**src/rtl/ext_req_pkg.sv**
```systemverilog
package ext_req_pkg;

    typedef enum logic [1:0] {
        DET_LOW  = 2'b00,
        DET_HIGH = 2'b01,
        DET_RISE = 2'b10,
        DET_FALL = 2'b11
    } det_e;

    typedef enum logic {
        XS_IDLE = 1'b0,
        XS_WAIT = 1'b1
    } xfer_st_e;

    typedef enum logic [1:0] {
        RA_FLAG = 2'd0,
        RA_EN   = 2'd1,
        RA_MODE = 2'd2,
        RA_DET  = 2'd3
    } reg_addr_e;

    typedef struct packed {
        logic cur;
        logic prev;
    } samp_t;

    function automatic logic detect_hit(det_e d, samp_t s);
        logic hit;
        case (d)
            DET_LOW:  hit = !s.cur;
            DET_HIGH: hit = s.cur;
            DET_RISE: hit = s.cur && !s.prev;
            default:  hit = !s.cur && s.prev;
        endcase
        return hit;
    endfunction

endpackage

```
**src/rtl/ext_req_sync.sv**
```systemverilog
module ext_req_sync #(
    parameter int W = 4
) (
    input  logic         clk,
    input  logic         rst,
    input  logic [W-1:0] d_async,
    output logic [W-1:0] d_sync
);
    logic [W-1:0] stage1;
    logic [W-1:0] stage2;

    always_ff @(posedge clk) begin
        if (rst) begin
            stage1 <= '0;
            stage2 <= '0;
        end else begin
            stage1 <= d_async;
            stage2 <= stage1;
        end
    end

    assign d_sync = stage2;
endmodule

```
**src/rtl/ext_req_chan.sv**
```systemverilog
module ext_req_chan
    import ext_req_pkg::*;
#(
    parameter int DTP_WIN = 3
) (
    input  logic clk,
    input  logic rst,
    input  logic smp,
    input  det_e det,
    input  logic en,
    input  logic dtp,
    input  logic clr_wr,
    input  logic clr_bit,
    input  logic done,
    output logic flag,
    output logic irq,
    output logic start
);
    localparam int CW = $clog2(DTP_WIN + 1);

    logic          prev;
    logic [CW-1:0] win;
    xfer_st_e      st;
    samp_t         sp;
    logic          hit, masked, set_ev, clr_ev;

    assign sp     = '{cur: smp, prev: prev};
    assign hit    = detect_hit(det, sp);
    assign masked = dtp && (win != '0);
    assign set_ev = hit && !masked;
    assign clr_ev = (clr_wr && !clr_bit) || (st == XS_WAIT && done);
    assign start  = dtp && (st == XS_IDLE) && flag;
    assign irq    = flag && en && !dtp;

    always_ff @(posedge clk) begin
        if (rst) begin
            prev <= 1'b0;
            flag <= 1'b0;
            win  <= '0;
            st   <= XS_IDLE;
        end else begin
            prev <= smp;
            if (set_ev)      flag <= 1'b1;
            else if (clr_ev) flag <= 1'b0;
            if (start)           win <= CW'(DTP_WIN);
            else if (win != '0)  win <= win - 1'b1;
            case (st)
                XS_IDLE: if (start) st <= XS_WAIT;
                default: if (!dtp || done) st <= XS_IDLE;
            endcase
        end
    end

    assert_set_wins_R5: assert property (@(posedge clk) disable iff (rst)
        (hit && !masked) |=> flag);
    assert_flag_hold_R4: assert property (@(posedge clk) disable iff (rst)
        (flag && !clr_wr && !done) |=> flag);
    assert_start_pulse_R6: assert property (@(posedge clk) disable iff (rst)
        start |=> !start);
endmodule

```
**src/rtl/ext_req_ctrl.sv**
```systemverilog
module ext_req_ctrl
    import ext_req_pkg::*;
#(
    parameter int NCH     = 4,
    parameter int DTP_WIN = 3
) (
    input  logic             clk,
    input  logic             rst,
    input  logic [NCH-1:0]   pin_in,
    input  logic             reg_wr,
    input  logic [1:0]       reg_addr,
    input  logic [2*NCH-1:0] reg_wdata,
    input  logic [1:0]       rd_addr,
    output logic [2*NCH-1:0] reg_rdata,
    output logic [NCH-1:0]   irq,
    output logic [NCH-1:0]   xfer_start,
    input  logic [NCH-1:0]   xfer_done
);
    localparam int DW = 2 * NCH;

    logic [NCH-1:0] pin_s;
    logic [NCH-1:0] en_q, mode_q, flags;
    det_e           det_q [NCH];
    logic [DW-1:0]  det_flat;
    logic           flag_wr;

    assign flag_wr = reg_wr && (reg_addr == RA_FLAG);

    ext_req_sync #(.W(NCH)) u_sync (
        .clk(clk), .rst(rst), .d_async(pin_in), .d_sync(pin_s)
    );

    always_ff @(posedge clk) begin
        if (rst) begin
            en_q   <= '0;
            mode_q <= '0;
        end else if (reg_wr && reg_addr == RA_EN) begin
            en_q <= reg_wdata[NCH-1:0];
        end else if (reg_wr && reg_addr == RA_MODE) begin
            mode_q <= reg_wdata[NCH-1:0];
        end
    end

    for (genvar i = 0; i < NCH; i++) begin : g_ch
        always_ff @(posedge clk) begin
            if (rst)                             det_q[i] <= DET_RISE;
            else if (reg_wr && reg_addr == RA_DET) det_q[i] <= det_e'(reg_wdata[2*i +: 2]);
        end
        assign det_flat[2*i +: 2] = det_q[i];

        ext_req_chan #(.DTP_WIN(DTP_WIN)) u_chan (
            .clk(clk), .rst(rst), .smp(pin_s[i]), .det(det_q[i]),
            .en(en_q[i]), .dtp(mode_q[i]), .clr_wr(flag_wr),
            .clr_bit(reg_wdata[i]), .done(xfer_done[i]),
            .flag(flags[i]), .irq(irq[i]), .start(xfer_start[i])
        );

        assert_dtp_quiet_R6: assert property (@(posedge clk) disable iff (rst)
            mode_q[i] |-> !irq[i]);
    end

    always_comb begin
        case (rd_addr)
            RA_FLAG: reg_rdata = {{(DW-NCH){1'b0}}, flags};
            RA_EN:   reg_rdata = {{(DW-NCH){1'b0}}, en_q};
            RA_MODE: reg_rdata = {{(DW-NCH){1'b0}}, mode_q};
            default: reg_rdata = det_flat;
        endcase
    end

    assert_reset_clear_R8: assert property (@(posedge clk) disable iff (rst)
        $past(rst) |-> (en_q == '0 && mode_q == '0 && flags == '0 && xfer_start == '0));
endmodule

```
**config.mk**
```make
export PLATFORM = sky130hd
export DESIGN_NAME = ext_req_ctrl
export DESIGN_NICKNAME = d
export VERILOG_FILES = /design/src/rtl/ext_req_pkg.sv /design/src/rtl/ext_req_sync.sv /design/src/rtl/ext_req_chan.sv /design/src/rtl/ext_req_ctrl.sv
export SDC_FILE = /design/constraint.sdc
export NUM_CORES = 1
export LEC_CHECK = 0
export CAP_MARGIN = 25
export CORE_ASPECT_RATIO = 1.5
export CORE_MARGIN = 4
export CORE_UTILIZATION = 51
export CTS_CLUSTER_DIAMETER = 40
export DETAILED_ROUTE_END_ITERATION = 8
export GPL_TIMING_DRIVEN = 0
export PLACE_DENSITY = 0.88
export SLEW_MARGIN = 20
export SYNTH_ARGS = -nofsm -noshare
export SYNTH_HDL_FRONTEND = slang
export SYNTH_SLANG_ARGS = --single-unit
```
**constraint.sdc**
```tcl
create_clock -name clk -period 1.8 [get_ports clk]
set_clock_uncertainty 0.1 [all_clocks]
set_input_delay 0.54 -clock clk [delete_from_list [all_inputs] [get_ports clk]]
set_output_delay 0.54 -clock clk [all_outputs]
set_load 0.05 [all_outputs]
```
=== Word level (Yosys, flattened, before mapping) ===
Memory sizes are Yosys's and may differ from the RTL's.
Cells that the tools add are included.
W data, S select, Z words.

* Bits in read-only memories: 0
* Latch bits: 0
* Logic and storage cells: 180
* Register bits: 36
* Input port bits: 23
* RAM bits: 8
* Memories kept: 1

* Magnitude comparators: 0
* Equal/unequal tests: 13
* Muxes and demuxes: 42
* Multiply operators: 0
* Add/subtract/negate cells: 4
* Divide/modulo/power cells: 0
* Shifts and indexed selects: 0
* Bitwise gates (word level): 9
* Reductions and logical operators: 91

{| class="wikitable"
|+ Memories
! name !! depth !! width !! rd ports !! clocked after memory_dff !! wr ports !! RTL line !! RTL
|-
| det_q || 4 || 2 || 4 || 0 || 4 || ext_req_ctrl.sv:23 || <nowiki>det_e det_q [NCH];</nowiki>
|}

{| class="wikitable"
|+ Operators with widths
! cell !! number
|-
| $logic_and A1 B1 Y1 || 44
|-
| $mux W1 || 25
|-
| $mux W2 || 12
|-
| $pmux W8 S3 || 1
|-
| $reduce_bool A2 Y1 || 12
|-
| $logic_not A1 Y1 || 20
|-
| $eq A2 B2 Y1 const B || 7
|-
| $eq A2 B1 Y1 const B || 6
|-
| $logic_not A2 Y1 || 6
|-
| $pmux W1 S3 || 4
|-
| $logic_or A1 B1 Y1 || 8
|-
| $sub A2 B1 Y2 const B || 4
|-
| $not A1 Y1 || 5
|-
| $or A1 B1 Y1 || 4
|-
| $reduce_and A2 Y1 || 1
|}

=== Logic depth before layout (Yosys ltp) ===
Gate-level depths: netlist (run 1).

* Depth in word-level cells: 6
* Depth in mapped cells: 4

=== Modules after synthesis ===
From an unflattened synthesis (run 1), not the netlist that was laid out.

* Cells, all modules: 188
* Area total of the unflattened synthesis: 2035.7 um2

{| class="wikitable"
|+ Modules (own cells, without submodules)
! module !! area an instance (um2) !! instances !! sequential area each (um2) !! cells each
|-
| ext_req_chan || 257.7 || 4 || 100.1 || 28
|-
| ext_req_ctrl || 794.5 || 1 || 400.4 || 60
|-
| ext_req_sync || 210.2 || 1 || 160.2 || 16
|}

=== Worst setup path after synthesis (run 1) ===
No wires, ideal clock.

* Path type: input to output
* Start: input port rd_addr[0]
* End: output port reg_rdata[1]
* Slack: -204 ps
* Stages: 2
* Data arrival time: 1364 ps
* Path buffers: 1
* Required time: 1160 ps
* Cell sequence: buf_2 -> mux4_2

* Word-level cells in the longest chain between the ends: 2
* Elaborated cells between the ends (all ways): 4
* Classes of those cells: 2 x eq/ne; 1 x mux; 1 x reduce/logical

{| class="wikitable"
|+ Ends and longest elaborated chain
! element !! RTL line !! RTL
|-
| start: declaration || ext_req_ctrl.sv:13 || <nowiki>input logic [1:0] rd_addr,</nowiki>
|-
| $eq A2 B2 Y1 (tied with other cells) || ext_req_ctrl.sv:63 || <nowiki>case (rd_addr)</nowiki>
|-
| $pmux W8 S3 * || ext_req_ctrl.sv:63 ||
|-
| end: declaration || ext_req_ctrl.sv:14 || <nowiki>output logic [2*NCH-1:0] reg_rdata,</nowiki>
|}

Mark *: on every way between the ends. The rest lies on a longest branch, timed or not.

==> impl_results.md, run 1 <==
* Status: complete, but fails checks
* Failing checks: setup timing
* Largest net degree at the start of global routing at 13
* Clk sink count at 44
* Hpwl dp at 3030 microns
* Worst slack, placed at -0.710 ns
* Pleak at 1.26 nW
* Simple-gate portion of the synthesized area at 19.6%
* Worst-case clock buffer depth at 2
* R2r endpoint: g_ch[1].u_chan.flag
* # DRC at 0
* Final setup margin at -0.245 ns
* Post-Syn Instances at 197
* First-pass GRT wire length at 6820 microns
* # nets final at 283
* RSZ-0062 raised after global routing: yes
* Max FO, Critical Path at 3
* Placed Cells at 276
* Share of the yosys chip area belonging to registers at 47.6%
* Worst Hold Class: reg -> reg
* Clk slew on worst S/H paths at 0.08 ns
* Grt ovf at 0
* Synth Cell Area at 0.00202 sq mm
* Vias in the first global route at 1515
* I/O Buffers at 36
* Worst skew pair latency at 0.30 ns
* Syn avg cell area at 10.2 sq um
* Hold_sp: u_sync.stage1[2]
* Tcrit/Tclk final at 114%
* Min cycle time layout at 2.05 ns
* Final slew viol count at 0
* Crit. End Element: output pin
* Synth cell types at 33
* Final Power at 0.00258 W
* Worst slew pin tran at 0.370 ns
* Setup crit start kind: flop
* Most frequent cells in the layout: dfxtp_1, buf_4, clkdlybuf4s50_1
* FF-to-FF path depth at 5
* WHS Endpoint: u_sync.d_sync[2]
* GP Congestion at 0.742
* Final Util at 72.8%
* Number of synthesized flops with an enable pin at 8
* Largest family of logic cells by synthesized area: simple AND/OR/NAND/NOR gates
* Synth Area in Compound Gates at 11.0%
* Layout area overhead at 35.4%
* Synth Area in Adders at 2.48%
* DIE AREA at 0.00505 sq mm
* Fillcell total at 252
* Mux cell area share after synthesis at 10.7%
* CTS tree: built
* H-tree Lvls at 2
* Slew margin rel. at 75.2%
* Final ANT Viol Nets at 0
* Ys flop type: dfxtp_1
* Commonest non-fill, non-tap cell in the layout: dfxtp_1
* DRT Pass-1 Iters at 4
* Antenna violations before repair at 0
* Synthesized Nets at 224
* Crit Path Class: reg -> out
* Maximum vdd drop at 0.741 mV
* Yosys warns at 0
* Drt first-iter violations at 92
* Rows at 27
* Routed WL per cell at 15.8 microns
* Post-route insts no fill at 300
* Setup TNS at -0.936 ns
* Setup violations, final at 6
* Maxcap violations at 0
* R2r startpoint: det_q[1][1]
* Gr usage total at 18.2%
* Proportion of layout cells with a drive suffix above 1 at 31.9%
* Worst EP arrival at 1.41 ns
* Via-per-instance ratio at 5.44
* Hold Vio Cnt, Final at 0
* F_max at 0.489 GHz
* Die Ht at 85.0 microns
* Starting Density at 53.8%
* Worst EP required at 1.16 ns
* Core area at 0.00375 sq mm
* Num ports at 39
* Post-synthesis async set-or-reset flop share at 0%
* Post-CTS Hold Buffers at 0
* Hold path depth at 1
* Vias at 1633
* Post-synthesis xor/xnor area fraction at 1.74%
* Diode count at 0
* Pwr dens at 944 mW/mm^2
* Seq cells post-synth at 44
* Clock Tree Root: clkbuf_8
* CTS Buf Count at 5
* Die X at 59.3 microns
* R2r setup slk at 0.21 ns
* Final WL at 4730 microns
## cell families after synthesis
| group | count (synthesis) |
|---|---|
| adders and majority gates | 4 |
| AOI/OAI and AO/OA | 31 |
| xor gates and xnor gates | 4 |
| DFF | 44 |
| buffers and inverters | 27 |
| and+or+nand+nor | 71 |
| muxes | 16 |
## cells in the mapped netlist, drive strengths merged, types with 5 or more instances
cell type	count	area share [%]
a21oi	13	3.2
inv	13	2.4
nand2	9	1.7
nand2b	5	1.6
buf	12	4.0
mux2i	8	4.0
o211a	6	3.0
dfxtp	36	36
nor2b	16	5.0
edfxtp	8	12
nor2	15	2.8
## worst max-delay path, cell delays in order, from the launching register on
cell	delay [ns]
edfxtp_1	0.44
mux4_2	0.50
buf_6	0.17
## through the flow
stage | area [sq um] | hold slack [ns]
floorplan | 2040 | 0.314
global placement | 2450 | 0.319
detailed placement | 2450 | 0.321
CTS | 2630 | 0.336
global route | 2730 | 0.363
finish | 2730 | 0.333
## how the worst max path moves through the flow
stage | end | start | cells after the start
6_report | reg_rdata[2] | det_q[1][0] | 2
4_1_cts | reg_rdata[2] | det_q[1][0] | 2
5_1_grt | reg_rdata[2] | det_q[1][0] | 2
2_1_floorplan | reg_rdata[1] | rd_addr[0] | 2
3_5_place_dp | reg_rdata[0] | rd_addr[1] | 3
3_3_place_gp | reg_rdata[2] | rd_addr[0] | 3
## metal layers
layer | track usage [%] | wire, microns | vias up
met5 | 0 | 0 | -
met4 | 7.42 | 70 | 0
met1 | 19.9 | 1840 | 786
met2 | 32.6 | 2610 | 47
li1 | - | - | 794
met3 | 3.81 | 217 | 6
## layout make-up
| cell class | instances | area (sq um) | share of cell area [%] |
|---|---|---|---|
| plain buffers | 10 | 80.1 | 2.93 |
| clock buffers | 8 | 90.1 | 3.30 |
| inverters | 13 | 48.8 | 1.79 |
| multi-input cells | 126 | 951 | 34.8 |
| flip-flops and latches | 44 | 986 | 36.1 |
| well taps | 43 | 53.8 | 1.97 |
| repair buffers | 56 | 520 | 19.1 |
## registers in the layout, indices dropped and copies added, names as in the netlist
register,count
det_q,8
en_q,4
g_ch.u_chan.flag,4
g_ch.u_chan.prev,4
g_ch.u_chan.st,4
g_ch.u_chan.win,8
mode_q,4
u_sync.d_sync,4
u_sync.stage1,4
## power by group
| part | switching (W) | internal (W) | total [W] |
|---|---|---|---|
| registers | 0.0000730 | 0.00113 | 0.00120 |
| logic | 0.000351 | 0.000395 | 0.000747 |
| clock network | 0.000315 | 0.000313 | 0.000628 |
| total | 0.000740 | 0.00184 | 0.00258 |
## repair_timing
| action | in CTS | in global routing |
|---|---|---|
| gates resized for setup | 123 | 18 |
| buffers inserted | 10 | 10 |
| pin swaps | 4 | 6 |
| endpoints found under the setup margin | 24 | 22 |
Note: power is estimated with default switching activity, not from simulation.
==> inputs of run 2 (changes only) <==
Settings changed: CORE_UTILIZATION 51 to 35, PLACE_DENSITY 0.88 to 0.67.
==> impl_results.md, run 2 (same netlist as run 1, synthesis figures left out) <==
* Largest registers: det_q: 8 flops, g_ch.u_chan.win: 8 flops
* Sequential share of power at 47.6% (+1.0 points)
* First-pass GRT wire length at 7000 microns (+2.6%)
* Commonest non-fill, non-tap cell in the layout: dfxtp_1
* Worst-case clock buffer depth at 2 (unchanged)
* Clock power share at 23.2% (-1.2 points)
* Switching share of power at 28.5% (-0.21 points)
* Largest net degree at the start of global routing at 13 (unchanged)
* Drt first-iter violations at 47 (-49%)
* Final ANT Viol Nets at 0 (unchanged)
* Rows at 33 (+22%)
* Starting Density at 36.5% (-17 points)
* Grt ovf at 0 (unchanged)
* Maximum vdd drop at 0.508 mV (-31%)
* Crit. End Element: output pin
* CTS Buf Count at 5 (unchanged)
* Sw Pwr at 0.000715 W (-3.3%)
* Routed WL per cell at 13.5 microns (-15%)
* Worst skew pair latency at 0.29 ns (about the same)
* Diode count at 0 (unchanged)
* Setup TNS at -0.745 ns (+0.191 ns)
* Min cycle time layout at 2.01 ns (-0.0392 ns)
* Met2 usage at 23.3% (-9.3 points)
* Final Util at 49.6% (-23 points)
* Hold Vio Cnt, Final at 0 (unchanged)
* Failing checks: setup timing
* Hold_sp: u_sync.stage1[0]
* Gr usage total at 12.7% (-5.5 points)
* Post-CTS Hold Buffers at 0 (unchanged)
* Num ports at 39 (unchanged)
* # DRC at 0 (unchanged)
* Clock Tree Root: clkbuf_8
* Final WL at 4410 microns (-6.9%)
* Vias at 1592 (-2.5%)
* Final setup margin at -0.206 ns (+0.0392 ns)
* P_int at 0.00180 W (-2.3%)
* Die Ht at 101 microns (+19%)
* RSZ-0062 raised after global routing: yes
* H-tree Lvls at 2 (unchanged)
* Met1 track demand over resource at 13.5% (-6.4 points)
* GP Congestion at 0.728 (-1.9%)
* Clk slew on worst S/H paths at 0.08 ns (about the same)
* Post-route insts no fill at 327 (+9.0%)
* R2r startpoint: det_q[1][1]
* Pleak at 1.25 nW (-0.63%)
* CTS tree: built
* Antenna violations before repair at 0 (unchanged)
* Worst slew pin tran at 0.371 ns (+0.000559 ns)
* WHS Endpoint: u_sync.d_sync[0]
* Placed Cells at 303 (+9.8%)
* Pwr dens at 915 mW/mm^2 (-3.0%)
* R2r setup slk at 0.31 ns (+0.10 ns)
* Most frequent cells in the layout: dfxtp_1, buf_4, clkdlybuf4s50_1
* FF-to-FF path depth at 5 (unchanged)
* Core area at 0.00553 sq mm (+48%)
* Hold_ws at 0.340 ns (+0.00657 ns)
* Die X at 70.0 microns (+18%)
* Global Route met3 Usage at 3.29% (-0.51 points)
* Crit Path Class: reg -> out
* Max FO, Critical Path at 2 (-1)
* R2r endpoint: g_ch[1].u_chan.flag
* Part of the power in combinational logic at 29.2% (+0.2 points)
* Worst EP required at 1.16 ns (about the same)
* Final slew viol count at 0 (unchanged)
* Gr busiest metal: met2
* Worst EP arrival at 1.37 ns (-0.04 ns)
* Tcrit/Tclk final at 111% (-2.2 points)
* DRT Pass-1 Iters at 4 (unchanged)
* Hpwl dp at 3160 microns (+4.3%)
* Clk sink count at 44 (unchanged)
* I/O Buffers at 36 (unchanged)
* Setup violations, final at 4 (-2)
* DIE AREA at 0.00707 sq mm (+40%)
* Layout area overhead at 36.0%
* Worst slack, placed at -0.736 ns (-0.0263 ns)
* Proportion of layout cells with a drive suffix above 1 at 31.5% (-0.39 points)
* Status: complete, but fails checks
* Slew margin rel. at 75.2% (about the same)
* Vias in the first global route at 1541 (+1.7%)
* Via-per-instance ratio at 4.87 (-11%)
* Worst Hold Class: reg -> reg
* Hold path depth at 1 (unchanged)
* Maxcap violations at 0 (unchanged)
* Setup crit start kind: flop
* F_max at 0.499 GHz (+2.0%)
* # nets final at 283 (unchanged)
==> run 2: changes by cell type in the layout (fill, tap and decap cells not counted), sizes merged <==
cell    previous run  this run
buf               45        44
clkinv             0         1
==> run 2: critical path, stage by stage, from the launching register on <==
cell      delay, ns
edfxtp_1       0.39
mux4_2         0.51
buf_6          0.17
==> run 2: metal layers <==
metal | part of all wire, % | vias up
met2 | 52 | 41
met5 | 0 | -
met3 | 4.9 | 10
li1 | - | 796
met4 | 2.7 | 0
met1 | 40 | 745
==> run 2: power by group through the flow <==
| stage | clock [W] | sequential [W] | combinational (W) |
|---|---|---|---|
| after floorplan | 0 | 0.00121 | 0.000527 |
| after global placement | 0 | 0.00122 | 0.000660 |
| after detailed placement | 0 | 0.00123 | 0.000681 |
| after CTS | 0.000597 | 0.00119 | 0.000733 |
| after global routing | 0.000635 | 0.00121 | 0.000823 |
| final | 0.000583 | 0.00119 | 0.000734 |
==> run 2: worst max-delay path by stage <==
stage                      startpoint            to  slack, ns  depth (start not counted)
after detailed placement   rd_addr[0]  reg_rdata[2]      -0.74                          3
after CTS                 det_q[1][0]  reg_rdata[2]      -0.23                          2
after global routing      det_q[1][0]  reg_rdata[2]      -0.25                          2
after global placement     rd_addr[0]  reg_rdata[2]      -0.73                          3
after floorplan            rd_addr[0]  reg_rdata[1]      -0.12                          2
final                     det_q[1][0]  reg_rdata[2]      -0.21                          2
==> run 2: area by class of cell <==
| type | count | area [sq um] |
|---|---|---|
| plain buffers | 10 | 82.6 |
| clock buffers | 7 | 76.3 |
| clock inverters | 1 | 3.75 |
| fillers | 538 | 2790 |
| inverters | 13 | 51.3 |
| multi-input cells | 126 | 946 |
| flip-flops and latches | 44 | 978 |
| well taps | 70 | 87.6 |
| repair buffers | 56 | 517 |
==> run 2: per-stage QoR <==
stage,total power (W),instance area [sq um]
floorplan,0.00173,2040
global placement,0.00188,2480
detailed placement,0.00191,2480
CTS,0.00252,2690
global route,0.00267,2740
finish,0.00251,2740
==> run 2: repair_timing <==
| action | in CTS | in global routing |
|---|---|---|
| gates resized for setup | 123 | 13 |
| cloned | 0 | 0 |
| endpoints found under the setup margin | 24 | 18 |
| setup buffers | 16 | 4 |
| pin swaps | 5 | 6 |
| hold endpoints to repair | 0 | 0 |
==> inputs of run 3 (changes only) <==
Settings changed: ABC_AREA set to 1, PLACE_DENSITY 0.67 to 0.66.
==> impl_results.md, run 3 <==
* Status: complete, but fails checks
* Failing checks: setup timing
* Post-synth top cells: inv_1, nand2_1, nor2_1
* Hold path depth at 2 (+1)
* First-pass GRT wire length at 8030 microns (+15%)
* Hold_ws at 0.298 ns (-0.0415 ns)
* Clock Tree Root: clkbuf_8
* Number of synthesized flops with an enable pin at 8 (unchanged)
* CTS Buf Count at 5 (unchanged)
* Placed Cells at 409 (+35%)
* I/O Buffers at 38 (+5.6%)
* Final setup margin at -0.0612 ns (+0.145 ns)
* Antenna violations before repair at 0 (unchanged)
* F_max at 0.537 GHz (+7.8%)
* R2r endpoint: g_ch[2].u_chan.flag
* Setup violations, final at 4 (unchanged)
* WHS Endpoint: u_sync.d_sync[2]
* RSZ-0062 raised after global routing: yes
* CTS tree: built
* Vias in the first global route at 1891 (+23%)
* Slew margin rel. at 61.1% (-14 points)
* Worst-case clock buffer depth at 2 (unchanged)
* Final WL at 4700 microns (+6.6%)
* Via-per-instance ratio at 4.53 (-7.0%)
* Tcrit/Tclk final at 103% (-8.0 points)
* DRT Pass-1 Iters at 4 (unchanged)
* Post-Syn Instances at 299 (+52%)
* R2r setup slk at 0.59 ns (+0.28 ns)
* Fillcell total at 560 (+4.1%)
* Largest net degree at the start of global routing at 13 (unchanged)
* Min cycle time layout at 1.86 ns (-0.145 ns)
* Die Ht at 103 microns (+2.1%)
* Synth Cell Area at 0.00211 sq mm (+4.7%)
* Worst Hold Class: reg -> reg
* Post-route insts no fill at 426 (+30%)
* Setup crit start kind: input port
* Syn avg cell area at 7.06 sq um (-31%)
* Hold Vio Cnt, Final at 0 (unchanged)
* Diode count at 0 (unchanged)
* Synthesized Nets at 326 (+46%)
* Routed WL per cell at 11.0 microns (-18%)
* Starting Density at 36.2% (-0.22 points)
* Setup TNS at -0.153 ns (+0.592 ns)
* Worst EP required at 1.16 ns (about the same)
* Leading area contributor after synthesis: dfxtp_1
* Synth cell types at 20 (-39%)
* Clk sink count at 44 (unchanged)
* Num ports at 39 (unchanged)
* FF-to-FF path depth at 6 (+1)
* # DRC at 0 (unchanged)
* Yosys warns at 0 (unchanged)
* Maxcap violations at 0 (unchanged)
* Synth top area cells: dfxtp_1, inv_1, nand2_1
* Largest registers: det_q: 8 flops, g_ch.u_chan.win: 8 flops
* Worst slew pin tran at 0.583 ns (+0.212 ns)
* Most frequent cells in the layout: nand2_1, inv_1, nor2_1
* Final ANT Viol Nets at 0 (unchanged)
* Core area at 0.00583 sq mm (+5.3%)
* Clk slew on worst S/H paths at 0.08 ns (about the same)
* Hold_sp: u_sync.stage1[2]
* Post-synthesis async set-or-reset flop share at 0% (unchanged)
* Crit Path Class: in -> out
* Die X at 71.4 microns (+2.1%)
* Seq cells post-synth at 44 (unchanged)
* Area of the multi-input gates at 948 sq um (+0.26%)
* DIE AREA at 0.00737 sq mm (+4.3%)
* Maximum vdd drop at 0.485 mV (-4.6%)
* Worst EP arrival at 1.22 ns (-0.15 ns)
* Layout area overhead at 38.2%
* Crit. End Element: output pin
* Gr usage total at 14.0% (+1.3 points)
* Area fraction of the dominant cell type after synthesis at 34.1% (-1.6 points)
* Worst skew pair latency at 0.29 ns (about the same)
* Vias at 1928 (+21%)
* Grt ovf at 0 (unchanged)
* Post-CTS Hold Buffers at 0 (unchanged)
* Proportion of layout cells with a drive suffix above 1 at 22.9% (-8.6 points)
* GP Congestion at 0.863 (+19%)
* Ys flop type: dfxtp_1
* Register area at 976 sq um (-0.26%)
* # nets final at 380 (+34%)
* Pleak at 1.39 nW (+11%)
* Share of the yosys chip area belonging to registers at 45.5% (-2.1 points)
* Drt first-iter violations at 82 (+74%)
* Max FO, Critical Path at 4 (+2)
* Commonest non-fill, non-tap cell in the layout: nand2_1
* H-tree Lvls at 2 (unchanged)
* Final slew viol count at 0 (unchanged)
* Rows at 34 (+3.0%)
* Hpwl dp at 3520 microns (+12%)
* R2r startpoint: g_ch[2].u_chan.win[0]
* Most instantiated library cell after synthesis: inv_1
* Pwr dens at 848 mW/mm^2 (-7.4%)
-- run 3: stage by stage --
step / total power (W) / setup WS [ns] / instance area, sq um / util (%)
after floorplan: 0.00167 / -0.129 / 2140 / -
after global placement: 0.00183 / -1.30 / 2610 / 44.8
after detailed placement: 0.00186 / -1.30 / 2610 / 44.8
after CTS: 0.00247 / -0.0702 / 2800 / 48.0
after global routing: 0.00266 / -0.0765 / 2920 / 50.1
final: 0.00247 / -0.0612 / 2920 / 50.1
-- run 3: final cells by class --
cell class / count / area share (%)
clock buffers: 7 / 2.61
plain buffers: 8 / 1.76
repair buffers: 50 / 17.4
multi-input cells: 178 / 32.5
clock inverters: 1 / 0.129
well taps: 72 / 3.09
flip-flops and latches: 44 / 33.4
inverters: 66 / 9.09
-- run 3: kinds of logic after synthesis --
kind of cell / count (synthesis) / synth area share [%]
compound gates: 46 / 11.4
simple gates: 124 / 23.9
fa+ha+maj: 4 / 2.37
buf+inv: 77 / 15.2
flops: 44 / 45.5
xor+xnor: 4 / 1.66
-- run 3: power by group --
part	leakage [nW]	total (W)	internal, W	switching (W)
clock network	0.0399	0.000583	0.000270	0.000312
logic	0.974	0.000696	0.000308	0.000388
registers	0.379	0.00120	0.00112	0.0000722
total	1.39	0.00247	0.00170	0.000773
-- run 3: worst max-delay path by stage --
stage | startpoint | to | slack [ns] | cells past startpoint
final | rd_addr[0] | reg_rdata[1] | -0.06 | 7
after detailed placement | rd_addr[1] | reg_rdata[2] | -1.30 | 6
after global placement | rd_addr[1] | reg_rdata[2] | -1.30 | 6
after global routing | mode_q[3] | xfer_start[3] | -0.08 | 6
after CTS | rd_addr[1] | reg_rdata[1] | -0.07 | 7
after floorplan | rd_addr[0] | reg_rdata[4] | -0.13 | 2
-- run 3: layer usage --
metal	wire [microns]	track usage (%)	up-vias
li1	-	-	1012
met1	1810	14.7	862
met2	2520	26.1	43
met3	242	3.02	11
met4	128	6.66	0
met5	0	0	-
-- run 3: repair_timing --
action / CTS / global route
endpoints found under the setup margin: 20 / 15
buffers inserted: 7 / 5
pin swaps: 7 / 8
gates resized for setup: 146 / 30
-- run 3: critical path: stages --
cell and delay (ns):
buf_12 0.13, inv_8 0.05, nand2_4 0.05, o22ai_2 0.17, a21oi_2 0.05, nand2_2 0.08
buf_8 0.15
